## config.mk

```make
export PLATFORM = sky130hd
export DESIGN_NAME = pport_ctrl
export DESIGN_NICKNAME = d
export VERILOG_FILES = /design/src/rtl/pport_pkg.sv /design/src/rtl/pport_host_if.sv /design/src/rtl/pport_hs_port.sv /design/src/rtl/pport_ctrl.sv
export SDC_FILE = /design/constraint.sdc
export NUM_CORES = 1
export LEC_CHECK = 0
export ABC_CLOCK_PERIOD_IN_PS = 2060
export BUFFER_PORTS_ARGS = -buffer_cell sky130_fd_sc_hd__buf_2
export CAP_MARGIN = 20
export CORE_UTILIZATION = 40
export DETAILED_ROUTE_END_ITERATION = 6
export MAX_ROUTING_LAYER = met4
export SKIP_CTS_REPAIR_TIMING = 1
export SYNTH_ARGS = -nofsm -noshare
export SYNTH_HDL_FRONTEND = slang
export SYNTH_SLANG_ARGS = --single-unit
export TNS_END_PERCENT = 100
```

## constraint.sdc

```tcl
create_clock -name clk -period 2.06 [get_ports clk]
set_input_delay 0 -clock clk [delete_from_list [all_inputs] [get_ports clk]]
set_output_delay 0 -clock clk [all_outputs]
set_load 0.01 [all_outputs]
```

## src/rtl/pport_pkg.sv

```systemverilog
// Package: shared widths, reset value, port C handshake pin positions and
// the host address map for the parallel port controller.
package pport_pkg;
    localparam int PW = 8;                           // port and bus width
    localparam logic [PW-1:0] CTL_RESET = 8'h9B;     // config, all inputs, simple mode

    // Port C handshake pin positions (decoded by the peripheral side)
    localparam int A_INTR = 3;
    localparam int A_STB  = 4;
    localparam int A_IBF  = 5;
    localparam int A_ACK  = 6;
    localparam int A_OBF  = 7;
    localparam int B_INTR = 0;
    localparam int B_BUF  = 1;
    localparam int B_HS   = 2;

    typedef enum logic [1:0] {
        SEL_A   = 2'd0,
        SEL_B   = 2'd1,
        SEL_C   = 2'd2,
        SEL_CTL = 2'd3
    } sel_e;
endpackage

```

## src/rtl/pport_host_if.sv

```systemverilog
// Host strobe front end: turns the level host strobes into one-cycle
// write pulses per target and end-of-read pulses for ports A and B.
// Assumes cs_n, addr, rd_n and wr_n are synchronous to clk.
module pport_host_if
    import pport_pkg::*;
(
    input  logic       clk,
    input  logic       rst_n,
    input  logic       cs_n,
    input  logic       rd_n,
    input  logic       wr_n,
    input  logic [1:0] addr,
    output logic [3:0] wr_sel,
    output logic [1:0] rd_end
);
    logic       wr_n_q;
    logic [1:0] rd_now, rd_q;
    logic       wr_fire;

    // Remember previous strobe levels for edge detection
    always_ff @(posedge clk) begin
        if (!rst_n) begin
            wr_n_q <= 1'b1;
            rd_q   <= '0;
        end else begin
            wr_n_q <= wr_n;
            rd_q   <= rd_now;
        end
    end

    // Decode leading write edge and active reads of ports A/B
    always_comb begin
        wr_fire   = ~cs_n & ~wr_n & wr_n_q;
        wr_sel    = wr_fire ? (4'b0001 << addr) : 4'b0000;
        rd_now[0] = ~cs_n & ~rd_n & (addr == SEL_A);
        rd_now[1] = ~cs_n & ~rd_n & (addr == SEL_B);
        rd_end    = rd_q & ~rd_now;
    end
endmodule

```

## src/rtl/pport_hs_port.sv

```systemverilog
// Handshake engine for one 8-bit port in strobed mode. In input direction
// it captures data on a falling strobe and keeps an input-buffer-full flag.
// In output direction it keeps an active-low output-buffer-full flag and an
// interrupt raised by a rising acknowledge. Idle when hs_en is low.
module pport_hs_port
    import pport_pkg::*;
#(
    parameter int W = PW
) (
    input  logic         clk,
    input  logic         rst_n,
    input  logic         hs_en,
    input  logic         is_in,
    input  logic         clr,
    input  logic         host_wr,
    input  logic         rd_end,
    input  logic         hs_pin_n,
    input  logic         inte,
    input  logic [W-1:0] port_in,
    output logic [W-1:0] in_lat,
    output logic         buf_pin,
    output logic         intr
);
    logic pin_q, ibf_q, obf_n_q, ointr_q;
    logic pin_fall, pin_rise, in_act, out_act;

    // Edge and mode qualifiers
    always_comb begin
        pin_fall = pin_q & ~hs_pin_n;
        pin_rise = ~pin_q & hs_pin_n;
        in_act   = hs_en & is_in;
        out_act  = hs_en & ~is_in;
    end

    // Previous level of the strobe / acknowledge pin
    always_ff @(posedge clk) begin
        if (!rst_n) pin_q <= 1'b1;
        else        pin_q <= hs_pin_n;
    end

    // Input side: capture on strobe fall, clear buffer-full after host read
    always_ff @(posedge clk) begin
        if (!rst_n) begin
            ibf_q  <= 1'b0;
            in_lat <= '0;
        end else if (!in_act || clr) begin
            ibf_q  <= 1'b0;
        end else if (pin_fall) begin
            ibf_q  <= 1'b1;
            in_lat <= port_in;
        end else if (rd_end) begin
            ibf_q  <= 1'b0;
        end
    end

    // Output side: buffer-full and interrupt from host write / acknowledge
    always_ff @(posedge clk) begin
        if (!rst_n || !out_act || clr) begin
            obf_n_q <= 1'b1;
            ointr_q <= 1'b0;
        end else begin
            if (host_wr)        obf_n_q <= 1'b0;
            else if (!hs_pin_n) obf_n_q <= 1'b1;
            if (host_wr)                obf_n_q <= 1'b0;
            if (host_wr)                ointr_q <= 1'b0;
            else if (pin_rise && inte)  ointr_q <= 1'b1;
        end
    end

    // Pin-level results
    always_comb begin
        intr    = in_act ? (hs_pin_n & ibf_q & inte) : ointr_q;
        buf_pin = is_in ? ibf_q : obf_n_q;
    end
endmodule

```

## src/rtl/pport_ctrl.sv

```systemverilog
// Top of the parallel port controller. Holds the configuration register
// and the three output latches. It runs the two handshake engines and builds
// the port C drive, enable and read-back values from the configured modes.
// Assumes all inputs are synchronous to clk; the bus is split into din/dout.
module pport_ctrl
    import pport_pkg::*;
(
    input  logic          clk,
    input  logic          rst_n,
    input  logic          cs_n,
    input  logic          rd_n,
    input  logic          wr_n,
    input  logic [1:0]    addr,
    input  logic [PW-1:0] din,
    output logic [PW-1:0] dout,
    input  logic [PW-1:0] pa_in,
    output logic [PW-1:0] pa_out,
    output logic          pa_oe,
    input  logic [PW-1:0] pb_in,
    output logic [PW-1:0] pb_out,
    output logic          pb_oe,
    input  logic [PW-1:0] pc_in,
    output logic [PW-1:0] pc_out,
    output logic [PW-1:0] pc_oe
);
    logic [3:0]    wr_sel;
    logic [1:0]    rd_end;
    logic [PW-1:0] ctl_q, pa_lat, pb_lat, pc_lat, pc_rd, rd_mux;
    logic [PW-1:0] a_inlat, b_inlat;
    logic          ctl_wr, cfg_wr, bsr_wr;
    logic          a_hs, a_in, cu_in, b_hs, b_in, cl_in;
    logic          a_pin, a_inte, a_buf, a_intr, b_buf, b_intr;

    pport_host_if u_host (
        .clk    (clk),
        .rst_n  (rst_n),
        .cs_n   (cs_n),
        .rd_n   (rd_n),
        .wr_n   (wr_n),
        .addr   (addr),
        .wr_sel (wr_sel),
        .rd_end (rd_end)
    );

    // Split control writes and decode configuration fields
    always_comb begin
        ctl_wr = wr_sel[SEL_CTL];
        cfg_wr = ctl_wr & din[7];
        bsr_wr = ctl_wr & ~din[7];
        a_hs   = (ctl_q[6:5] == 2'b01);
        a_in   = ctl_q[4];
        cu_in  = ctl_q[3];
        b_hs   = ctl_q[2];
        b_in   = ctl_q[1];
        cl_in  = ctl_q[0];
        a_pin  = a_in ? pc_in[A_STB]  : pc_in[A_ACK];
        a_inte = a_in ? pc_lat[A_STB] : pc_lat[A_ACK];
    end

    // Configuration register and output latches
    always_ff @(posedge clk) begin
        if (!rst_n) begin
            ctl_q  <= CTL_RESET;
            pa_lat <= '0;
            pb_lat <= '0;
            pc_lat <= '0;
        end else begin
            if (cfg_wr)          ctl_q  <= din;
            if (wr_sel[SEL_A])   pa_lat <= din;
            if (wr_sel[SEL_B])   pb_lat <= din;
            if (wr_sel[SEL_C])   pc_lat <= din;
            else if (bsr_wr)     pc_lat[din[3:1]] <= din[0];
        end
    end

    pport_hs_port #(.W(PW)) u_hs_a (
        .clk      (clk),
        .rst_n    (rst_n),
        .hs_en    (a_hs),
        .is_in    (a_in),
        .clr      (cfg_wr),
        .host_wr  (wr_sel[SEL_A]),
        .rd_end   (rd_end[0]),
        .hs_pin_n (a_pin),
        .inte     (a_inte),
        .port_in  (pa_in),
        .in_lat   (a_inlat),
        .buf_pin  (a_buf),
        .intr     (a_intr)
    );

    pport_hs_port #(.W(PW)) u_hs_b (
        .clk      (clk),
        .rst_n    (rst_n),
        .hs_en    (b_hs),
        .is_in    (b_in),
        .clr      (cfg_wr),
        .host_wr  (wr_sel[SEL_B]),
        .rd_end   (rd_end[1]),
        .hs_pin_n (pc_in[B_HS]),
        .inte     (pc_lat[B_HS]),
        .port_in  (pb_in),
        .in_lat   (b_inlat),
        .buf_pin  (b_buf),
        .intr     (b_intr)
    );

    // Port C: simple I/O per half, then handshake takeover of pins
    always_comb begin
        for (int i = 0; i < PW; i++) begin
            pc_oe[i]  = ~((i >= PW/2) ? cu_in : cl_in);
            pc_out[i] = pc_lat[i];
            pc_rd[i]  = pc_oe[i] ? pc_lat[i] : pc_in[i];
        end
        if (a_hs) begin
            pc_oe[A_INTR] = 1'b1; pc_out[A_INTR] = a_intr; pc_rd[A_INTR] = a_intr;
            if (a_in) begin
                pc_oe[A_STB] = 1'b0; pc_rd[A_STB] = pc_in[A_STB];
                pc_oe[A_IBF] = 1'b1; pc_out[A_IBF] = a_buf; pc_rd[A_IBF] = a_buf;
            end else begin
                pc_oe[A_ACK] = 1'b0; pc_rd[A_ACK] = pc_in[A_ACK];
                pc_oe[A_OBF] = 1'b1; pc_out[A_OBF] = a_buf; pc_rd[A_OBF] = a_buf;
            end
        end
        if (b_hs) begin
            pc_oe[B_INTR] = 1'b1; pc_out[B_INTR] = b_intr; pc_rd[B_INTR] = b_intr;
            pc_oe[B_BUF]  = 1'b1; pc_out[B_BUF]  = b_buf;  pc_rd[B_BUF]  = b_buf;
            pc_oe[B_HS]   = 1'b0; pc_rd[B_HS]    = pc_in[B_HS];
        end
    end

    // Port A/B drive and host read multiplexer
    always_comb begin
        pa_out = pa_lat;
        pa_oe  = ~a_in;
        pb_out = pb_lat;
        pb_oe  = ~b_in;
        case (sel_e'(addr))
            SEL_A:   rd_mux = a_in ? (a_hs ? a_inlat : pa_in) : pa_lat;
            SEL_B:   rd_mux = b_in ? (b_hs ? b_inlat : pb_in) : pb_lat;
            SEL_C:   rd_mux = pc_rd;
            default: rd_mux = ctl_q;
        endcase
        dout = (~cs_n & ~rd_n) ? rd_mux : '0;
    end
endmodule

```

## Word-level counts from Yosys, hierarchy flattened

Cells that the tools add are included.

| storage, ports and cells | value |
|---|---|
| register bits | 59 |
| input bits | 39 |
| word-level logic and storage cells | 132 |

| operators by class | value |
|---|---|
| order comparisons | 2 |
| eq/ne operators | 5 |
| shifts and indexed selects | 1 |
| multiplexer cells | 48 |
| bitwise operators | 36 |
| reductions and logical operators | 24 |

Operator list:

| operator | count |
|---|---|
| 8-bit two-way mux | 7 |
| 1-bit two-way mux | 28 |
| 8-bit one-hot mux with 3 select lines | 1 |
| 1-bit bitwise AND | 19 |
| 1-bit NOT | 15 |
| 2-bit two-way mux | 5 |
| 5-bit two-way mux | 2 |
| 8-bit bitwise mux | 1 |
| 2-bit OR reduction | 4 |
| 1-bit logical OR | 6 |
| 3-bit two-way mux | 2 |
| 2-bit nonzero test | 3 |
| 1-bit zero test | 5 |
| 2-bit by 1-bit == test with 1-bit output, second input constant | 2 |
| 3-bit by 4-bit < comparator with 1-bit output, second input constant | 1 |
| 4-bit two-way mux | 1 |
| 2-bit AND reduction | 2 |
| 1-bit by 2-bit << shifter with 4-bit output, first input constant | 1 |
| 1-bit demux with 3-bit select | 1 |
| 3-bit by 1-bit greater-or-equal comparator with 1-bit output, second input constant | 1 |
| 1-bit logical AND | 3 |
| 2-bit bitwise AND | 1 |
| 2-bit == test, second input constant | 1 |
| 2-bit zero test | 1 |
| 3 further kinds | 3 |

## Longest topological paths before layout

| depth | value |
|---|---|
| word-level depth | 8 |
| gate-level depth with buffers | 7 |
| mapped depth without buffers | 4 |

## Modules after synthesis

A second synthesis with hierarchy kept.

| second synthesis, totals | value |
|---|---|
| cells, all modules | 408 |
| area total of the unflattened synthesis | 3,412.0 um^2 |

Modules (own cells, without submodules):

| module | times used | cells an instance | area each (um^2) | sequential area each (um^2) |
|---|---|---|---|---|
| pport_ctrl | 1 | 276 | 2,217.1 | 640.6 |
| pport_hs_port | 2 | 58 | 520.5 | 240.2 |
| pport_host_if | 1 | 16 | 153.9 | 60.1 |

## Least setup slack after synthesis

No wires, ideal clock.

| timing path | value |
|---|---|
| path type | register to output |
| start | register ctl_q[6] |
| end | output port dout[4] |
| arrival time | 1.573 ns |
| data required time | 2.060 ns |
| slack | 0.487 ns |
| stages on the path, launching flop included | 5 |
| path buffers | 0 |
| cells stage by stage | dfxtp_1 > and3b_2 > nor2_1 > mux2_2 > a311o_1 |

| between the ends | value |
|---|---|
| word-level cells in the longest chain between the ends | 5 |
| elaborated cells between the ends (all ways) | 6 |

Ends and longest elaborated chain:

| what | line | text |
|---|---|---|
| from (decl) | pport_ctrl.sv:28 | `logic [PW-1:0] ctl_q, pa_lat, pb_lat, pc_lat, pc_rd, rd_mux;` |
| from (signal assigned) | pport_ctrl.sv:68 | `if (cfg_wr) ctl_q <= din;` |
| 2-bit by 1-bit == test with 1-bit output (*) | pport_ctrl.sv:50 | `a_hs = (ctl_q[6:5] == 2'b01);` |
| 8-bit two-way mux (2 in a row) | pport_ctrl.sv:139 | `SEL_A: rd_mux = a_in ? (a_hs ? a_inlat : pa_in) : pa_lat;` |
| 8-bit one-hot mux with 3 select lines (*) | pport_ctrl.sv:138 | `case (sel_e'(addr))` |
| 8-bit two-way mux (*) | pport_ctrl.sv:144 | `dout = (~cs_n & ~rd_n) ? rd_mux : '0;` |
| to (decl) | pport_ctrl.sv:15 | `output logic [PW-1:0] dout,` |

Every way passes the cells marked *; elsewhere a longest branch is shown, timed or not.

## Worst setup path after layout

| timing path | value |
|---|---|
| start | register ctl_q[6] |
| end | output port dout[0] |

| between the ends | value |
|---|---|
| word-level cells in the longest chain between the ends | 5 |

Ends and longest elaborated chain:

| what | line |
|---|---|
| 2-bit by 1-bit == test with 1-bit output | pport_ctrl.sv:50 |
| 8-bit two-way mux (2 in a row) | pport_ctrl.sv:139 |
| 8-bit one-hot mux with 3 select lines | pport_ctrl.sv:138 |
| 8-bit two-way mux | pport_ctrl.sv:144 |

Every way passes these cells.

==> flow_summary.yaml <==
setup_path:
  crit_path_top_delay_cell: "dfxtp_2"
  cp_cell_sequence: "nand2b_2, buf_4, mux2i_1, a211o_1, o21ai_0, buf_2"
  crit_family: "compound AO/OA/AOI/OAI gates"
  max_stage_delay_ns: 0.36
  crit_type: "reg -> out"
  start_kind: "flop"
  crit_required_ns: 2.06
  end_kind: "output port"
  crit_fanout: 9
  crit_buf_inv: 2
  crit_arrival_ns: 1.98
floorplanning:
  die_h_um: 93.5
  initial_core_util_pct: 41.0
  row_count: 33
  fp.dieW_um: 93.5
  core_mm2: 0.00818
  io_pins: 81
  die_area_mm2: 0.00875
synth:
  synth_mux_area_share_pct: 14.5
  ys_async_sr_fraction_pct: 0
  synth.largest_area_cell: "dfxtp_1"
  synth_top_family_by_area: "simple AND/OR/NAND/NOR gates"
  synthAdderAreaFrac_pct: 0
  synthTopCellsByCount: "dfxtp_1 (59), nand2_1 (57), mux2i_1 (44), nor2b_1 (26), nand3_1 (25)"
  ys.flop_type: "dfxtp_1"
  synth-edff-count: 0
  synth_compound_area_share_pct: 19.4
  yosys.cell_types.count: 49
  synth_top_area_share_pct: 35.2
  synth-seq-cells: 59
  netlist_instances: 403
  avgSynthCellArea_um2: 8.32
  syn_area_mm2: 0.00335
  synth_most_common_cell: "dfxtp_1"
  syn-num-nets: 442
  synthXorXnorAreaFrac_pct: 0
  yosysSeqAreaShare_pct: 35.2
  synth_warnings: 0
  synth_area_leaders: "dfxtp_1 (35%), mux2i_1 (13%), nand2_1 (6.4%)"
  synthSimpleGateAreaFrac_pct: 24.7
placed_design:
  numPortBuffers: 80
  place_ws_ns: 0.274
  gp_congestion: 0.891
  post-dp-hpwl_um: 7740
timing:
  setup_tns_ns: 0
  setup-violations-final: 0
  rsz0062_at_grt: "no"
  slew_violations: 0
  period_share_pct: 96.3
  finalCriticalPeriod_ns: 1.98
  holdWs_ns: -0.0177
  skew_ns: 0.00938
  finalHoldViolCount: 1
  tightest_slew_ns: 0.564
  relSlewSlack_pct: 62.4
  fin_ws_ns: 0.0759
  fmax_ghz: 0.504
power_and_ir_drop:
  switching_share_pct: 27.3
  p_leak_uw: 0.00192
  power_density_mw_per_mm2: 576
  internal_power_uw: 1770
  p_sw_uw: 662
  seqPwrFrac_pct: 48.3
  peakVddDrop_mv: 0.304
  clock_power_share_pct: 37.3
  p_comb_share_pct: 14.3
clock_network:
  clkTransAtPathRegs_ns: 0.07
  clk_latency_ns: 0.33
  numCtsBuffers: 9
  clock-sinks: 59
  root_buffer: "clkbuf_8"
  cts_tree: "done"
  htreeDepth: 3
  clockBufferDepth: 2
global_route:
  grt_pass1_vias: 3062
  antenna_found_initial: 0
  grt_max_degree: 36
  grt_pass1_wl_um: 16500
  grt_overflow: 0
  grt_usage_pct: 25.6
status:
  status: "finished with violations"
  violations: "hold timing"
routing:
  wl_per_cell_um: 17.8
  ant_nets: 0
  via_per_inst: 5.61
  first_iter_violations: 264
  wirelength_um: 10800
  num_vias: 3390
  dr.pass1.iters: 7
  drcViolationCount: 0
final_layout:
  n_antenna_cell: 0
  fin_nets: 534
  final_util_pct: 51.6
  drive_gt1_share_pct: 26.9
  area_delta_synth_final_pct: 25.8
worst_hold_path:
  hold_class: "in -> reg"
run:
  drv_cap: 0
## through the flow
| step | area, um^2 | total power [uW] | hold slack [ns] | instances |
|---|---|---|---|---|
| after floorplan | 3350 | 1370 | 0.0932 | 403 |
| after global placement | 3870 | 1520 | 0.239 | 572 |
| after detailed placement | 3870 | 1520 | 0.244 | 572 |
| after CTS | 4030 | 2420 | -0.103 | 587 |
| after global routing | 4220 | 2530 | 0.0000966 | 604 |
| final | 4220 | 2430 | -0.0177 | 604 |
## worst paths after layout
kind,startpoint,to,slack [ns],depth (start not counted)
max,ctl_q[6]$_SDFFE_PN0P_,dout[0],0.08,6
min,pb_in[3],u_hs_b.in_lat[3]$_SDFFE_PN0P_,-0.02,3
max reg2reg,u_host.wr_n_q$_SDFF_PN1_,pc_lat[7]$_SDFFE_PN0P_,0.44,4
min reg2reg,ctl_q[7]$_SDFFE_PN1P_,ctl_q[7]$_SDFFE_PN1P_,0.46,1
## registers in the layout (all words and copies together) (netlist names), 2 cells and up
| name | flops |
|---|---|
| ctl_q | 8 |
| pa_out | 8 |
| pb_out | 8 |
| pc_lat | 8 |
| u_host.rd_q | 2 |
| u_hs_a.in_lat | 8 |
| u_hs_b.in_lat | 8 |
## logic make-up (layout without fill, tap and decap cells)
family,count (synthesis),in the layout
and+or+nand+nor,162,162
buffers and inverters,44,140
muxes,48,48
AOI/OAI and AO/OA,90,90
DFF,59,59
## layout by cell type, fill, tap and decap left out, types with 5 or more instances in the layout
cell type,n
buf_2,80
nand2_1,57
dfxtp_1,56
mux2i_1,44
nor2b_1,26
nand3_1,25
buf_4,21
nor2_1,19
a21boi_0,17
dlygate4sd3_1,17
a21oi_1,16
o21ai_0,15
clkbuf_8,10
inv_1,6
a211oi_1,6
a31oi_1,6
nand2b_1,5
## power groups by stage
| stage | Combinational [uW] | Clock, uW | Sequential (uW) |
|---|---|---|---|
| floorplan | 178 | 0 | 1190 |
| global placement | 317 | 0 | 1200 |
| detailed placement | 317 | 0 | 1200 |
| CTS | 319 | 925 | 1170 |
| global route | 375 | 977 | 1170 |
| finish | 348 | 906 | 1170 |
## tightest hold or removal path, delay by kind of cell
kind	cells	cell delay, ns
and+or+nand+nor	1	0.11
muxes	1	0.06
buffers and inverters	1	0.10
## per-layer routing
layer / track usage (%) / up-vias / part of all wire (%)
met5: - / - / 0
met4: 9.23 / 0 / 2.5
met3: 4.47 / 21 / 5.4
met2: 37.5 / 133 / 45
met1: 35.2 / 1611 / 47
li1: - / 1625 / -
## layout make-up
| class | count | area (um^2) |
|---|---|---|
| repair buffers | 118 | 728 |
| multi-input cells | 300 | 1990 |
| clock inverters | 3 | 15.0 |
| flip-flops and latches | 59 | 1180 |
| well taps | 105 | 131 |
| fillers | 799 | 3960 |
| inverters | 7 | 26.3 |
| clock buffers | 12 | 145 |
Power figures use the tool's default switching activity.
